File: src/rtl/brk_pkg.sv
package brk_pkg;

  typedef struct packed {
    logic run;
    logic brake;
    logic flag;
  } brk_state_t;

  // Fault level after the enable gate and the polarity select
  function automatic logic brk_qualify(input logic pin, input logic en,
                                       input logic pol);
    return en & (pin ^ pol);
  endfunction

  // Count of consecutive qualified samples; it holds at the limit
  function automatic int unsigned brk_db_next(input int unsigned cnt,
                                              input logic q,
                                              input int unsigned lim);
    if (!q) return 0;
    if (cnt >= lim) return lim;
    return cnt + 1;
  endfunction

  // Next control state; a fault event takes priority over software writes
  function automatic brk_state_t brk_next(input brk_state_t cur,
                                          input logic evt,
                                          input logic set_run,
                                          input logic clr_run,
                                          input logic clr_flag);
    brk_state_t n;
    n = cur;
    if (evt) begin
      n.run   = 1'b0;
      n.brake = 1'b1;
      n.flag  = 1'b1;
    end else begin
      if (set_run) begin
        n.run   = 1'b1;
        n.brake = 1'b0;
      end else if (clr_run) begin
        n.run = 1'b0;
      end
      if (clr_flag) n.flag = 1'b0;
    end
    return n;
  endfunction

endpackage

File: src/rtl/brk_pin_filter.sv
module brk_pin_filter #(
  parameter int unsigned DB_LEN = 8
) (
  input  logic clk,
  input  logic rst_n,
  input  logic fault_pin,
  input  logic pin_en,
  input  logic pin_pol,
  output logic pin_q,
  output logic pin_evt
);
  import brk_pkg::*;

  localparam int unsigned CW = $clog2(DB_LEN + 1);

  logic [CW-1:0] db_cnt;

  assign pin_q = brk_qualify(fault_pin, pin_en, pin_pol);

  // The event fires on the sample that completes DB_LEN consecutive qualified samples
  assign pin_evt = pin_q && (db_cnt == CW'(DB_LEN - 1));

  always_ff @(posedge clk or negedge rst_n) begin
    if (!rst_n) db_cnt <= '0;
    else        db_cnt <= CW'(brk_db_next(int'(db_cnt), pin_q, DB_LEN));
  end

endmodule

File: src/rtl/brk_ctrl_state.sv
module brk_ctrl_state (
  input  logic clk,
  input  logic rst_n,
  input  logic fault_evt,
  input  logic run_set,
  input  logic run_clr,
  input  logic flag_clr,
  input  logic irq_en,
  output logic run,
  output logic brake_active,
  output logic fault_flag,
  output logic cnt_rst,
  output logic irq
);
  import brk_pkg::*;

  brk_state_t st_q, st_d;

  assign st_d = brk_next(st_q, fault_evt, run_set, run_clr, flag_clr);

  always_ff @(posedge clk or negedge rst_n) begin
    if (!rst_n) begin
      st_q    <= '0;
      cnt_rst <= 1'b0;
    end else begin
      st_q    <= st_d;
      cnt_rst <= fault_evt;
    end
  end

  assign run          = st_q.run;
  assign brake_active = st_q.brake;
  assign fault_flag   = st_q.flag;
  assign irq          = st_q.flag & irq_en;

endmodule

File: src/rtl/pwm_brake_ctrl.sv
module pwm_brake_ctrl #(
  parameter int unsigned DB_LEN = 8
) (
  input  logic clk,
  input  logic rst_n,
  input  logic fault_pin,
  input  logic pin_en,
  input  logic pin_pol,
  input  logic adc_evt,
  input  logic irq_en,
  input  logic run_set,
  input  logic run_clr,
  input  logic flag_clr,
  output logic run,
  output logic cnt_rst,
  output logic brake_active,
  output logic fault_flag,
  output logic irq
);

  logic pin_q;
  logic pin_evt;
  logic fault_evt;

  brk_pin_filter #(.DB_LEN(DB_LEN)) u_filter (
    .clk       (clk),
    .rst_n     (rst_n),
    .fault_pin (fault_pin),
    .pin_en    (pin_en),
    .pin_pol   (pin_pol),
    .pin_q     (pin_q),
    .pin_evt   (pin_evt)
  );

  assign fault_evt = pin_evt | adc_evt;

  brk_ctrl_state u_state (
    .clk          (clk),
    .rst_n        (rst_n),
    .fault_evt    (fault_evt),
    .run_set      (run_set),
    .run_clr      (run_clr),
    .flag_clr     (flag_clr),
    .irq_en       (irq_en),
    .run          (run),
    .brake_active (brake_active),
    .fault_flag   (fault_flag),
    .cnt_rst      (cnt_rst),
    .irq          (irq)
  );

endmodule

File: config.mk
export PLATFORM = sky130hd
export DESIGN_NAME = pwm_brake_ctrl
export DESIGN_NICKNAME = d
export VERILOG_FILES = /design/src/rtl/brk_pkg.sv /design/src/rtl/brk_pin_filter.sv /design/src/rtl/brk_ctrl_state.sv /design/src/rtl/pwm_brake_ctrl.sv
export SDC_FILE = /design/constraint.sdc
export NUM_CORES = 1
export LEC_CHECK = 0
export ABC_AREA = 1
export CORE_AREA = 2 2 39 41
export CTS_CLUSTER_DIAMETER = 120
export DETAILED_ROUTE_END_ITERATION = 16
export DIE_AREA = 0 0 41 43
export PLACE_DENSITY = 0.66
export RECOVER_POWER = 100
export SYNTH_ARGS = -nofsm -noshare
export SYNTH_HDL_FRONTEND = slang
export SYNTH_SLANG_ARGS = --single-unit
File: constraint.sdc
create_clock -name clk -period 1 [get_ports clk]
set_input_delay 0.2 -clock clk [delete_from_list [all_inputs] [get_ports clk]]
set_output_delay 0.2 -clock clk [all_outputs]
set_load 0.01 [all_outputs]
# After elaboration in Yosys (flattened, before gate mapping)
# Index checks and enable logic that the tools add are counted.
[totals]
reg_bits = 8
out_inout_bits = 5
in_bits = 10
elab_cells = 26
[op_classes]
n_bitwise = 4
reduce_logical = 4
add_sub_neg = 1
n_mux = 10
magnitude_cmp = 1
n_eq_ne = 1
[op_table]
columns = ["operator", "n"]
rows = [
  ["4-bit 2-to-1 mux", 3],
  ["1-bit 2-to-1 mux", 6],
  ["4-bit by 1-bit adder with 4-bit output (second input constant)", 1],
  ["4-bit by 3-bit == test with 1-bit output (second input constant)", 1],
  ["4-bit >= comparator (second input constant)", 1],
  ["2-bit nonzero test", 2],
  ["3-bit 2-to-1 mux", 1],
  ["3-bit nonzero test", 1],
  ["1-bit bitwise AND", 2],
  ["1-bit logical AND", 1],
  ["1-bit OR", 1],
  ["1-bit XOR", 1],
]

# Logic depth before layout (Yosys ltp)
# Gate-level depths: netlist of run 1.
[logic_depth]
depth_word = 5
mapped_depth = 6
ltp_nobuf = 6

# Cells and area by module
# Synthesis of run 1 repeated with hierarchy kept, for this count alone.
[unflattened]
hier_cells = 49
hier_area_um2 = 392.9
[modules_own_cells]
columns = ["module", "seq_area_each_um2", "cells_each", "area_each_um2", "instances"]
rows = [
  ["brk_pin_filter", 100.1, 31, 230.2, 1],
  ["brk_ctrl_state", 100.1, 15, 151.4, 1],
  ["pwm_brake_ctrl", 0.0, 3, 11.3, 1],
]

# Least setup slack after synthesis of run 1
# No wires, ideal clock.
[synth_path]
path_kind = "reg-to-reg"
from = "reg u_filter.db_cnt[0]"
to = "reg u_state.st_q (netlist bit u_state.run)"
period_less_slack_ns = 1.020
path_buffers = 0
arrival_time_ns = 0.900
required_time_ns = 0.880
setup_time_ns = 0.120
path_stages_with_launch = 7
path_slack_ns = -0.020
cell_sequence = "dfrtp_1 ha_1 nand2_1 nor2_1 nand3_2 nand2_2 nor2_2"
[synth_via]
elab_chain_len = 4
word_cells_on_any_way = 5
cone_classes = "eq/ne (1); mux (1); bitwise (1); reduce/logical (2)"
[synth_rtl]
columns = ["element", "line", "rtl"]
rows = [
  ["start: declaration", "brk_pin_filter.sv:16", "logic [CW-1:0] db_cnt;"],
  ["start signal: assignment", "brk_pin_filter.sv:25", "else db_cnt <= CW'(brk_db_next(int'(db_cnt), pin_q, DB_LEN));"],
  ["4-bit by 3-bit == test with 1-bit output *", "brk_pin_filter.sv:21", "assign pin_evt = pin_q && (db_cnt == CW'(DB_LEN - 1));"],
  ["1-bit logical AND *", "brk_pin_filter.sv:21", ""],
  ["1-bit OR *", "pwm_brake_ctrl.sv:35", "assign fault_evt = pin_evt | adc_evt;"],
  ["net fault_evt", "pwm_brake_ctrl.sv:23", "logic fault_evt;"],
  ["3-bit nonzero test (no source line) or 3-bit 2-to-1 mux (tied branches)", "-", ""],
  ["end signal: assignment", "brk_ctrl_state.sv:26", "st_q <= st_d;"],
  ["end: declaration", "brk_ctrl_state.sv:17", "brk_state_t st_q, st_d;"],
]
# The timed path passes the listed nets; every way through them passes the cells marked *.
# A chain may end at the register's enable or synchronous reset.

# Worst setup path after layout of run 1
[layout_path]
from = "in irq_en"
to = "out irq"
[layout_via]
elab_chain_len = 1
[layout_rtl]
columns = ["element", "line", "rtl"]
rows = [
  ["start: declaration", "pwm_brake_ctrl.sv:10", "input logic irq_en,"],
  ["1-bit bitwise AND", "brk_ctrl_state.sv:34", "assign irq = st_q.flag & irq_en;"],
  ["end: declaration", "pwm_brake_ctrl.sv:18", "output logic irq"],
]
# Every way passes these cells.

==> qor.csv, run 1 <==
metric;value;unit
fmax;946;MHz
core;1380;um^2
post-place-cells;71;
fin_area;557;um^2
die_width;41;um
cpMaxStageDelayCell;clkdlybuf4s50_1;
fin_nets;73;
area_growth;50.3;%
synth_warnings;0;
hold_buffers;0;
drt_iter0_markers;1;
dieArea;1760;um^2
start_util;26.8;%
cts_made_buffers;3;
cap_violations;0;
worstPathArrival;0.86;ns
p_total;693;uW
dp_hpwl;500;um
detail_route.wl_per_cell;8.61;um
violations;negative setup slack;
p_leak;0.272;nW
hold_ws;0.294;ns
std_cell_rows;14;
synth_area_leaders;dfrtp_1 (54%), inv_1 (9.1%), ha_1 (6.8%);
viasPerCell;4.15;
port_buffers;14;
worst_clock_skew;0.00284;ns
synth_cell_types;14;
grt_usage;8.92;%
cts_buffer_depth;2;
critPathMaxFanout;1;
antenna_found_initial;0;
cp_cell_sequence;clkdlybuf4s50_1 -> nand2_1 -> inv_1 -> buf_2;
grt_pass1_vias;249;
hold_path.class;input port to async pin;
period_minus_slack;1.06;ns
power_density;1240;nW/um^2
cts_root_buffer;clkbuf_4;
outcome;finished, violations left;
dieHeight;43;um
cts.sinks;8;
ys_ff_latch;8;
min_period_over_period;106;%
setup_viol;3;
syn_area;370;um^2
placed_cell_area;538;um^2
drv_slew;0;
clk_pin_slew;0.05;ns
required;0.80;ns
first_pass_iters;3;
setup_slack;-0.0575;ns
ys_seq_area_share;54.1;%
synth_top_area_cell;dfrtp_1;
grt_max_degree;9;
globalplace.congestion;0.648;
grt-ovfl-total;0;
worst_setup_path_start_kind;input port;
drc;0;
final_cells;75;
regArea;200;um^2
critPathKind;input port to primary output;
synthCells;40;
finalWirelength;646;um
drive_above_1_share;30.5;%
cp-end-kind;primary output;
synth_top_cell_area_share;54.1;%
tritoncts;done;
clkLatencyLatePin;0.24;ns
n_fill_cell;145;
num_antenna_cells;0;
syn_nets;52;
detail-route-antenna-nets;0;
cts.htree.levels;1;
grt_setup_unrepaired;true;
finalHoldViolCount;0;
worst_pin_slew;0.347;ns
slew_headroom;76.8;%
syn_area_per_cell;9.26;um^2
grt_pass1_wl;993;um
vias;311;
vdd_drop_max;0.420;mV
slowest_delay;0.45;ns
multi_input_area;151;um^2
pin_count;15;
## cell usage in the layout (no fill, tap or decap)
cell	netlist	layout
clkbuf_4	0	3
nor2_2	1	2
a21oi_2	1	1
clkbuf_2	0	2
nor2_1	2	1
dfrtp_1	8	8
xnor2_1	1	1
ha_1	2	1
buf_4	0	2
nor3_2	0	1
dlygate4sd3_1	0	1
or2_0	0	1
ha_2	0	1
clkdlybuf4s50_1	0	8
nand2_1	6	4
buf_2	0	2
clkbuf_1	0	1
nand3_1	3	3
nand2_2	1	3
nand3_2	1	1
a21oi_1	2	2
nor3_1	2	1
inv_1	9	9
## critical path: cells and delay by family
kind | cells | cell delay [ns]
buf+inv | 3 | 0.60
simple gates | 1 | 0.05
## per-stage QoR
| step | worst slack, ns | util [%] | TNS [ns] |
|---|---|---|---|
| final | -0.0575 | 40.2 | -0.0966 |
| after floorplan | -0.0199 | - | -0.0199 |
| after global routing | -0.120 | 40.2 | -0.457 |
| after CTS | -0.0754 | 38.9 | -0.151 |
| after global placement | -0.458 | 38.9 | -2.17 |
| after detailed placement | -0.470 | 38.9 | -2.33 |
## final timing paths
path	start	end	slack, ns	depth (start not counted)
max	irq_en	irq	-0.06	4
min	rst_n	u_filter.db_cnt[1]	0.29	1
max reg2reg	u_filter.db_cnt[0]	u_state.run	-0.04	6
min reg2reg	u_filter.db_cnt[3]	u_filter.db_cnt[0]	0.51	1
max in group asynchronous	rst_n	u_state.run	0.45	1
min in group clk	u_filter.db_cnt[3]	u_filter.db_cnt[0]	0.51	1
## area by class of cell
class	instances	area share [%]
clock buffers	3	4.04
repair buffers	16	23.1
inverters	9	6.07
well taps	16	3.60
multi-input cells	23	27.2
flip-flops and latches	8	36.0
## registers in the layout (all words and copies together), names as in the netlist
name,cells
u_state.brake_active,1
u_state.cnt_rst,1
u_state.run,1
u_filter.db_cnt,4
u_state.fault_flag,1
## power breakdown
part           switching, mW  total (mW)  internal, mW  leakage, nW
registers            0.00886       0.349         0.340        0.101
logic                 0.0504       0.112        0.0614        0.158
clock network         0.0958       0.232         0.136       0.0138
total                  0.155       0.693         0.538        0.272
## Yosys cell counts (all sizes together)
library cell,instances
xnor2,1
nor3,2
nand3,4
or2,1
nor2,3
ha,2
nand2,7
dfrtp,8
a21oi,3
inv,9
## routing by layer
layer | GRT usage, % | wire (um) | share of wire, % | vias up
li1 | - | - | - | 160
met1 | 10.6 | 269 | 42 | 137
met2 | 10.9 | 307 | 48 | 12
met4 | 10.0 | 20 | 3.1 | 0
met3 | 3.14 | 48 | 7.4 | 2
met5 | 0 | 0 | 0 | -
## cells by family (layout without fill, tap and decap cells)
family / Yosys count / count (layout) / synth area share (%)
buf+inv: 9 / 28 / 9.12
xor+xnor: 1 / 1 / 2.37
simple gates: 17 / 17 / 22.6
flops: 8 / 8 / 54.1
fa+ha+maj: 2 / 2 / 6.76
compound gates: 3 / 3 / 5.07
## repair_timing
| action | in CTS | in global routing |
|---|---|---|
| setup endpoints to repair | 10 | 8 |
| buffers inserted | 0 | 1 |
| resized for setup | 21 | 4 |
| pin swaps | 1 | 1 |
Power figures use the tool's default switching activity.
==> run 2: changes to the inputs <==
--- a/config.mk
+++ b/config.mk
@@ -7,6 +7,7 @@
 export LEC_CHECK = 0
 export ABC_AREA = 1
 export CORE_AREA = 2 2 39 41
+export CTS_BUF_LIST = sky130_fd_sc_hd__clkbuf_8
 export CTS_CLUSTER_DIAMETER = 120
 export DETAILED_ROUTE_END_ITERATION = 16
 export DIE_AREA = 0 0 41 43
==> run 2 against run 1 <==
Net effect:
- the run still ends with negative setup slack left
- sequential power barely moved
- clock skew is 0.0026 ns lower
- non-clock buffer count stayed put
- global-route usage is the same
- routed wire length down 0.77%
- total power up 19%
- first-iteration DRC count grew 100%
- register-to-register slack is essentially flat
- largest power group is now the clock network
==> qor.csv, run 2 (synthesis results as in run 1) <==
metric;value;unit;change
final_cell_mix;inv_1 (9), dfrtp_1 (8), clkdlybuf4s50_1 (6), nand2_1 (5);;was inv_1 (9), clkdlybuf4s50_1 (8), dfrtp_1 (8), nand2_1 (4)
worst_pin_slew;0.350;ns;was 0.347 ns
p_clk_share;44.9;%;was 33.5%
cts_made_buffers;3;;unchanged
period_minus_slack;1.04;ns;was 1.06 ns
p_switching;169;uW;was 155 uW
outcome;finished, violations left;;unchanged
cts.sinks;8;;unchanged
grt_pass1_wl;979;um;was 993 um
setup_viol;3;;unchanged
power_density;1460;nW/um^2;was 1240 nW/um^2
dieArea;1760;um^2;unchanged
post-place-cells;71;;unchanged
port_buffers;14;;unchanged
detail-route-antenna-nets;0;;unchanged
cts.htree.levels;1;;unchanged
worst_clock_skew;0.000192;ns;was 0.00284 ns
finalHoldViolCount;0;;unchanged
critPathMaxFanout;3;;was 1
cap_violations;0;;unchanged
globalplace.congestion;0.648;;unchanged
cp-end-kind;register;;was primary output
grt-ovfl-total;0;;unchanged
grt_setup_unrepaired;true;;unchanged
viasPerCell;4.03;;was 4.15
critPathKind;register to register;;was input port to primary output
slowest_delay;0.35;ns;was 0.45 ns
vias;302;;was 311
drive_above_1_share;23.7;%;was 30.5%
layout_commonest_cell;inv_1;;unchanged
area_growth;53.0;%;was 50.3%
largest_reg_flops;4;;unchanged
cts_root_buffer;clkbuf_8;;was clkbuf_4
fin_nets;73;;unchanged
intPower;657;uW;was 538 uW
worstPathArrival;1.15;ns;was 0.86 ns
finalWirelength;641;um;was 646 um
p_total;826;uW;was 693 uW
drv_slew;0;;unchanged
worst_setup_path_start_kind;register;;was input port
grt_max_degree;9;;unchanged
final_cells;75;;unchanged
cts_buffer_depth;2;;unchanged
setup_slack;-0.0371;ns;was -0.0575 ns
largest-register;u_filter.db_cnt;;unchanged
slew_headroom;76.6;%;was 76.8%
antenna_found_initial;0;;unchanged
grt_usage;8.92;%;unchanged
start_util;26.8;%;unchanged
dp_hpwl;500;um;unchanged
tritoncts;done;;unchanged
p_leak;0.282;nW;was 0.272 nW
core;1380;um^2;unchanged
num_antenna_cells;0;;unchanged
sequentialPowerShare;42.4;%;was 50.3%
gr-usage-met3;3.14;%;unchanged
drt_iter0_markers;2;;was 1
first_pass_iters;2;;was 3
dieHeight;43;um;unchanged
comb_power_share;12.8;%;was 16.1%
min_period_over_period;104;%;was 106%
violations;negative setup slack;;unchanged
pin_count;15;;unchanged
required;1.11;ns;was 0.80 ns
cpMaxStageDelayCell;dfrtp_1;;was clkdlybuf4s50_1
grt_use_met2;11.6;%;was 10.9%
clkLatencyLatePin;0.22;ns;was 0.24 ns
grt_pass1_vias;245;;was 249
grt_use_met1;9.97;%;was 10.6%
hold_path.class;input port to async pin;;unchanged
grt-busiest-layer;met2;;unchanged
switching_share;20.5;%;was 22.4%
vdd_drop_max;0.529;mV;was 0.420 mV
drc;0;;unchanged
detail_route.wl_per_cell;8.55;um;was 8.61 um
std_cell_rows;14;;unchanged
hold_buffers;0;;unchanged
die_width;41;um;unchanged
clk_pin_slew;0.04;ns;was 0.05 ns
fmax;964;MHz;was 946 MHz
cp_cell_sequence;ha_2 -> nand2_2 -> nor2_2 -> nand3_2 -> nand2_2 -> nor2_2;;was clkdlybuf4s50_1 -> nand2_1 -> inv_1 -> buf_2
==> run 2: final timing paths <==
kind	startpoint	end	slack [ns]	cells after the start
worst max-delay path	u_filter.db_cnt[0]	u_state.run	-0.04	6
worst min register to register	u_filter.db_cnt[3]	u_filter.db_cnt[2]	0.50	1
min in group clk	pin_pol	u_state.cnt_rst	0.34	4
worst max register to register	u_filter.db_cnt[0]	u_state.run	-0.04	6
max in group asynchronous	rst_n	u_state.run	0.42	1
worst min-delay path	rst_n	u_filter.db_cnt[1]	0.32	1
==> run 2: cell type report <==
cell class	count	area, um^2
fill	139	817
tap	16	20.0
multi-input combinational	23	144
clock buffer	3	41.3
inverter	9	33.8
sequential	8	200
timing repair buffer	16	128
==> run 2: metrics by stage <==
stage,utilization [%],worst slack [ns],hold slack [ns],instance area [um^2],TNS (ns)
finish,41.0,-0.0371,0.321,567,-0.0757
CTS,40.4,-0.0716,0.260,559,-0.130
global placement,38.9,-0.458,0.469,538,-2.17
floorplan,-,-0.0199,-0.0956,370,-0.0199
global route,41.0,-0.105,0.351,567,-0.428
detailed placement,38.9,-0.470,0.471,538,-2.33
==> run 2: what timing repair did <==
item / in CTS / in global routing
buffers inserted: 0 / 1
resized for setup: 20 / 5
setup endpoints to repair: 10 / 10
pin swaps: 1 / 1
==> run 2: power groups by stage <==
stage / Combinational, mW / Sequential (mW) / Clock [mW]
after global routing: 0.119 / 0.351 / 0.399
after detailed placement: 0.121 / 0.355 / 0
after floorplan: 0.0366 / 0.359 / 0
after CTS: 0.109 / 0.350 / 0.378
final: 0.105 / 0.350 / 0.371
after global placement: 0.119 / 0.354 / 0
==> run 2: worst max-delay path: cells and delay by family, from the launching register on <==
| kind | cells | cell delay [ns] |
|---|---|---|
| simple gates | 5 | 0.38 |
| flops | 1 | 0.35 |
| fa+ha+maj | 1 | 0.20 |
==> run 2: routing by layer <==
metal | part of all wire, % | vias up
met2 | 46 | 12
met5 | 0 | -
met1 | 43 | 130
li1 | - | 158
met4 | 3.1 | 0
met3 | 8.1 | 2
==> run 3: changes to the inputs <==
--- a/config.mk
+++ b/config.mk
@@ -13,6 +13,7 @@
 export DIE_AREA = 0 0 41 43
 export PLACE_DENSITY = 0.66
 export RECOVER_POWER = 100
+export SKIP_LAST_GASP = 1
 export SYNTH_ARGS = -nofsm -noshare
 export SYNTH_HDL_FRONTEND = slang
 export SYNTH_SLANG_ARGS = --single-unit
==> run 3 against run 2 <==
Net effect:
- the flow still finishes with violations (negative setup slack)
- cell count is the same
- die area is the same
- flip-flop and latch count is the same
- total power grew 0.15%
- critical path depth is the same
- register-to-register slack is essentially flat
- via count is the same
==> qor.csv, run 3 (synthesis results as in run 1) <==
metric;value;unit;change
detail-route-antenna-nets;0;;unchanged
violations;negative setup slack;;unchanged
worstRegToRegCells;6;;unchanged
vias;302;;unchanged
vdd_drop_max;0.529;mV;about the same
std_cell_rows;14;;unchanged
worst_setup_path_start_kind;register;;unchanged
cts_buffer_depth;2;;unchanged
slew_headroom;76.6;%;unchanged
tritoncts;done;;unchanged
crit_buf_inv;0;;unchanged
layout_commonest_cell;inv_1;;unchanged
drc;0;;unchanged
globalplace.congestion;0.648;;unchanged
hold_buffers;0;;unchanged
worst_pin_slew;0.350;ns;unchanged
timing.rr.start;u_filter.db_cnt[0];;unchanged
cpMaxStageDelayCell;dfrtp_1;;unchanged
cts.sinks;8;;unchanged
worstPathArrival;1.15;ns;about the same
path_delay_family;simple AND/OR/NAND/NOR gates;;unchanged
grt_usage;9.03;%;was 8.92%
setup_slack;-0.0371;ns;unchanged
dieArea;1760;um^2;unchanged
hold_path.class;input port to async pin;;unchanged
n_fill_cell;140;;was 139
grt_max_degree;9;;unchanged
worstReg2RegEnd;u_state.run;;unchanged
cts_made_buffers;3;;unchanged
area_growth;53.4;%;was 53.0%
detail_route.wl_per_cell;8.52;um;was 8.55 um
p_total;828;uW;was 826 uW
grt_pass1_vias;250;;was 245
outcome;finished, violations left;;unchanged
cts.htree.levels;1;;unchanged
port_buffers;14;;unchanged
placed_cell_area;538;um^2;unchanged
cp-end-kind;register;;unchanged
die_width;41;um;unchanged
critPathMaxFanout;3;;unchanged
cts_root_buffer;clkbuf_8;;unchanged
start_util;26.8;%;unchanged
final_cell_mix;inv_1 (9), dfrtp_1 (8), clkdlybuf4s50_1 (7), nand2_1 (5);;was inv_1 (9), dfrtp_1 (8), clkdlybuf4s50_1 (6), nand2_1 (5)
fin_area;568;um^2;was 567 um^2
critPathKind;register to register;;unchanged
min_period_over_period;104;%;unchanged
drt_iter0_markers;2;;unchanged
p_leak;0.281;nW;was 0.282 nW
fin_tns_setup;-0.0757;ns;about the same
worst_clock_skew;0.000192;ns;unchanged
fin_nets;73;;unchanged
cp_cell_sequence;ha_2 -> nand2_2 -> nor2_2 -> nand3_2 -> nand2_2 -> nor2_2;;unchanged
clk_pin_slew;0.04;ns;about the same
power_density;1460;nW/um^2;about the same
period_minus_slack;1.04;ns;unchanged
regArea;200;um^2;unchanged
fmax;964;MHz;unchanged
pin_count;15;;unchanged
grt_pass1_wl;993;um;was 979 um
cap_violations;0;;unchanged
largest_reg_flops;4;;unchanged
drive_above_1_share;23.7;%;unchanged
finalWirelength;639;um;was 641 um
dp_hpwl;500;um;unchanged
grt-ovfl-total;0;;unchanged
largest-register;u_filter.db_cnt;;unchanged
finalHoldViolCount;0;;unchanged
rrSetupSlack;-0.04;ns;about the same
core;1380;um^2;unchanged
required;1.11;ns;about the same
clkLatencyLatePin;0.22;ns;about the same
antenna_found_initial;0;;unchanged
first_pass_iters;2;;unchanged
setup_viol;3;;unchanged
dieHeight;43;um;unchanged
num_antenna_cells;0;;unchanged
viasPerCell;4.03;;unchanged
multi_input_area;144;um^2;unchanged
slowest_delay;0.35;ns;about the same
grt_setup_unrepaired;true;;unchanged
drv_slew;0;;unchanged
run 3: cell types whose count changed in the layout (fill, tap and decap cells not counted):
| cell | change |
|---|---|
| dlygate4sd2_1 | -1 |
| clkdlybuf4s50_1 | +1 |
run 3: worst register-to-register path, stage by stage (launching register included):
cell and delay, ns:
dfrtp_1 0.35, ha_2 0.20, nand2_2 0.06, nor2_2 0.09
nand3_2 0.11, nand2_2 0.09, nor2_2 0.03
run 3: cell type report:
| type | instances | share of cell area, % |
|---|---|---|
| multi-input combinational | 23 | 25.3 |
| tap | 16 | 3.52 |
| clock buffer | 3 | 7.27 |
| sequential | 8 | 35.2 |
| inverter | 9 | 5.95 |
| timing repair buffer | 16 | 22.7 |
run 3: layer usage:
| layer | routed length (um) | GRT usage (%) | share of wire (%) |
|---|---|---|---|
| met4 | 20 | 10.0 | 3.1 |
| met2 | 294 | 11.6 | 46 |
| met5 | 0 | 0 | 0 |
| met3 | 52 | 3.14 | 8.1 |
| met1 | 270 | 10.3 | 42 |
run 3: where the power goes:
part	switching [mW]	internal, mW
clock network	0.112	0.259
registers	0.00915	0.341
logic	0.0483	0.0583
total	0.169	0.659
run 3: how the worst max path moves through the flow:
stage / start / to / slack, ns / cells past startpoint
5_1_grt: u_filter.db_cnt[1] / u_state.run / -0.11 / 6
4_1_cts: u_filter.db_cnt[1] / u_state.run / -0.07 / 6
6_report: u_filter.db_cnt[0] / u_state.run / -0.04 / 6
2_1_floorplan: u_filter.db_cnt[0] / u_state.run / -0.02 / 6
3_5_place_dp: irq_en / irq / -0.47 / 4
3_3_place_gp: irq_en / irq / -0.46 / 4
run 3: what timing repair did:
item	4_1_cts	5_1_grt
setup endpoints to repair	10	10
pin swaps	0	2
setup buffers	0	1
gates resized for setup	19	5
run 3: stage by stage:
step,hold slack (ns),std cells,setup slack (ns),utilization [%]
2_1_floorplan,-0.0956,40,-0.0199,-
5_1_grt,0.351,75,-0.105,41.0
3_5_place_dp,0.471,71,-0.470,38.9
3_3_place_gp,0.469,71,-0.458,38.9
6_report,0.321,75,-0.0371,41.0
4_1_cts,0.260,74,-0.0716,40.5
